$ cat src/rtl/pc_sequencer.sv
module pc_sequencer #(
  parameter logic [31:0] RESET_ADDR = 32'h0000_0000,
  parameter int          OPC_JUMP   = 2,
  parameter int          OPC_BRANCH = 29
) (
  input  logic        clk,
  input  logic        rst,
  input  logic        step_en,
  input  logic [31:0] instr,
  input  logic        regs_equal,
  output logic [31:0] pc,
  output logic        branch_taken,
  output logic        redirect
);
  localparam int OPW = 6;

  logic [OPW-1:0] opcode;
  logic           is_jump, is_branch;
  logic [31:0]    seq_pc, jump_pc, br_off, br_pc, next_pc;

  assign opcode    = instr[31:26];
  assign is_jump   = (opcode == OPW'(OPC_JUMP));
  assign is_branch = (opcode == OPW'(OPC_BRANCH));

  assign seq_pc  = pc + 32'd4;
  assign jump_pc = {seq_pc[31:28], instr[25:0], 2'b00};
  assign br_off  = {{14{instr[15]}}, instr[15:0], 2'b00};
  assign br_pc   = seq_pc + br_off;

  assign branch_taken = step_en & is_branch & regs_equal;
  assign redirect     = (step_en & is_jump) | branch_taken;

  always_comb begin
    if (is_jump)           next_pc = jump_pc;
    else if (branch_taken) next_pc = br_pc;
    else                   next_pc = seq_pc;
  end

  always_ff @(posedge clk) begin
    if (rst)          pc <= RESET_ADDR;
    else if (step_en) pc <= next_pc;
  end


  hold_when_idle_chk: assert property (@(posedge clk) disable iff (rst)
    !step_en |=> $stable(pc));


  sequential_step_chk: assert property (@(posedge clk) disable iff (rst)
    (step_en && !redirect) |=> (pc == $past(pc) + 32'd4));


  jump_splice_chk: assert property (@(posedge clk) disable iff (rst)
    (step_en && is_jump) |=> (pc[27:0] == {$past(instr[25:0]), 2'b00}));


  taken_needs_equal_chk: assert property (@(posedge clk) disable iff (rst)
    branch_taken |-> (regs_equal && step_en && redirect));


  flags_idle_chk: assert property (@(posedge clk) disable iff (rst)
    !step_en |-> !(branch_taken || redirect));
endmodule

$ cat config.mk
export PLATFORM = sky130hd
export DESIGN_NAME = pc_sequencer
export DESIGN_NICKNAME = d
export VERILOG_FILES = /design/src/rtl/pc_sequencer.sv
export SDC_FILE = /design/constraint.sdc
export NUM_CORES = 1
export LEC_CHECK = 0
export BUFFER_PORTS_ARGS = -buffer_cell sky130_fd_sc_hd__buf_2
export CORE_MARGIN = 2
export CORE_UTILIZATION = 44
export CTS_CLUSTER_SIZE = 10
export DETAILED_ROUTE_END_ITERATION = 8
export PLACE_DENSITY_LB_ADDON = 0.1
export SYNTH_ARGS = -nofsm -noshare
export SYNTH_HDL_FRONTEND = slang
export SYNTH_SLANG_ARGS = --single-unit
$ cat constraint.sdc
create_clock -name clk -period 5.15 [get_ports clk]
set_input_delay 0 -clock clk [delete_from_list [all_inputs] [get_ports clk]]
set_output_delay 0 -clock clk [all_outputs]
set_load 0.005 [all_outputs]
==> impl_metrics.toml <==
[global_route]
grt_overflow = 0
antenna_found_initial = 0
grt_usage = 0.239
grt_pass1_vias = 3714
grt_pass1_wl_mm = 18.9
grt_max_degree = 36

[layout]
final_util = 0.504
seq_area_um2 = 601
final_cell_area_um2 = 4380
area.growth.synth_to_final_pct = 11.4
largest_register = "pc"
reg_top3 = "pc (30)"
multi_input_area_um2 = 3100
largest_reg_flops = 30
diodes = 0
fill_cells = 873
layout.cells.non_filler = 682
layout.nets = 647
drive_gt1_frac = 0.185

[clocking]
cts_resized = 0
worstSkewPairLatency_ps = 290
htreeDepth = 2
clock_path_buffers = 2
holdBufCountCts = 3
cts_tree = "built"
path_clk_slew_ps = 70
clkSinkCount = 30
post_cts_buffers = 0
clockRootBuffer = "clkbuf_8"
numCtsBuffers = 5

[min_path]
hold-path-endpoint = "pc[2]"
holdPathStages = 3
min_path_type = "input port to flip-flop"
hp-start = "instr[0]"

[route]
first_pass_iters = 5
route.detailed.drc = 0
postRouteWirelength_mm = 11.8
drtAntennaViolNets = 0
viasPerCell = 5.87
via_count = 4000
wl_per_cell_um = 17.2
drt_iter0_markers = 171

[sta]
holdWs_ps = 60.8
setup_slack_ps = 1000
setup_viol = 0
fin_crit_sh = 0.805
rsz0062_at_grt = "no"
drv_slew = 0
finalHoldViolCount = 0
tightestPinTransition_ps = 1030
fin_skew_ps = 5.15
fin_crit_ps = 4150
max_slew_margin = 0.312
finalSetupTns_ps = 0
fmax_mhz = 241

[setup_path]
crit_chain = "and3_1 -> and3_1 -> and2_1 -> and2_1 -> and3_1 -> xor2_1 -> ha_1 -> inv_1 -> o21ai_0 -> a2111o_1 -> a221oi_2 -> o31ai_1 -> xor2_1 -> and4_1 -> a21o_1 -> mux2_4"
critPathMaxStageDelay_ps = 420
crit_type = "flip-flop to flip-flop"
critPathSlowestCell = "dfxtp_1"
crit_top_cell = "and3_1"
r2r_cells = 16
rr_endpoint = "pc[31]"
critPathRequiredTime_ps = 5330
start_kind = "flip-flop"
cp-end-kind = "flip-flop"
r2r_start = "pc[4]"
crit_path_max_fanout = 7
cp.arrival_ps = 4330
rrSetupSlack_ps = 1000

[logic_synthesis]
ys_ff_latch = 30
syn-cell-area_um2 = 3930
synth-edff-count = 0
yosysWarnings = 0
ys_types = 81
ys_async_sr_fraction = 0
synth.avg_cell_area_um2 = 7.51
synth_ff_type = "dfxtp_1"
yosysSeqAreaShare = 0.153
syn_inst = 523

[pwr]
peakVddDrop_uv = 82.7
p_leak_nw = 1.99
p_total_mw = 0.642
pwr_density_cell_nw_per_um2 = 147

[run_status]
status = "completed"

[job]
max_cap_viol_count = 0

[die]
start_util = 0.453
num_rows = 34
dieArea_um2 = 9700
core_um2 = 8680
ios = 70
die_x_um = 98.5
die_y_um = 98.5

[placement]
post-place-ws_ps = 1060
hpwl_mm = 8.75
dpl_cell_area_um2 = 4250
gp_congestion = 0.905
dp_cells = 671
portBuffers = 67
==> critical path: cells and delay by family, from the launching register on <==
kind                       cells  cell delay, ps
AOI/OAI and AO/OA              5            1040
xor gates and xnor gates       2             370
adders and majority gates      1             300
buffers and inverters          1             100
DFF                            1             420
muxes                          1             290
and+or+nand+nor                6            1520
==> cells by family after synthesis <==
kind of cell    share of synthesized area
xor+xnor                            0.111
other cells                      0.000954
simple gates                        0.217
fa+ha+maj                           0.123
mux                               0.00892
compound gates                      0.327
buf+inv                            0.0592
flops                               0.153
==> metal layers <==
metal / global-route usage / up-vias / wire [um]
li1: - / 2054 / -
met1: 0.332 / 1843 / 5660
met2: 0.392 / 93 / 5380
met3: 0.0362 / 10 / 607
met4: 0.0537 / 0 / 123
met5: 0 / - / 0
==> synth_stat cells, types with 4 or more instances <==
cell type,instances,area (um^2)
a21o_1,11,82.6
o211ai_1,19,143
xnor2_1,29,254
a31oi_1,4,25.0
nor3_1,5,25.0
nand3_1,18,90.1
and3_1,11,68.8
clkbuf_1,20,75.1
nand4_1,8,50.1
inv_1,14,52.6
o21ai_0,25,125
a21oi_1,41,205
o31ai_1,4,30.0
a22oi_1,4,30.0
o21a_1,5,37.5
a222oi_1,4,40.0
a311oi_1,4,35.0
nor2_1,46,173
ha_1,37,463
dfxtp_1,30,601
a211oi_1,6,45.0
nand2_1,63,236
xor2_1,19,166
==> worst max path at each step <==
stage,from,endpoint,slack [ps],depth (start not counted)
finish,pc[4],pc[31],1000,16
global route,pc[4],pc[31],750,16
CTS,pc[4],pc[31],1020,16
detailed placement,pc[4],pc[31],1060,16
global placement,pc[4],pc[31],1200,16
floorplan,pc[4],pc[31],1420,17
==> power by group <==
part           switching, mW  internal (mW)  leakage (nW)  total [mW]
sequential           0.00896          0.238         0.244       0.247
combinational          0.107         0.0763          1.69       0.184
clock                  0.104          0.107        0.0472       0.211
total                  0.220          0.422          1.99       0.642
==> area by class of cell <==
type | instances | share of cell area
clock buffers | 6 | 0.0189
clock inverters | 2 | 0.00286
inverters | 16 | 0.0137
multi-input cells | 447 | 0.708
flip-flops and latches | 30 | 0.137
well taps | 108 | 0.0309
repair buffers | 73 | 0.0886
==> placed cells by master (no fill, tap or decap), types with 18 or more instances in the layout <==
| master | count |
|---|---|
| xor2_1 | 19 |
| buf_2 | 67 |
| nand2_1 | 63 |
| o21ai_0 | 25 |
| dfxtp_1 | 30 |
| a21oi_1 | 41 |
| nand3_1 | 18 |
| nor2_1 | 46 |
| ha_1 | 37 |
| xnor2_1 | 29 |
| o211ai_1 | 19 |
Power figures use the tool's default switching activity.
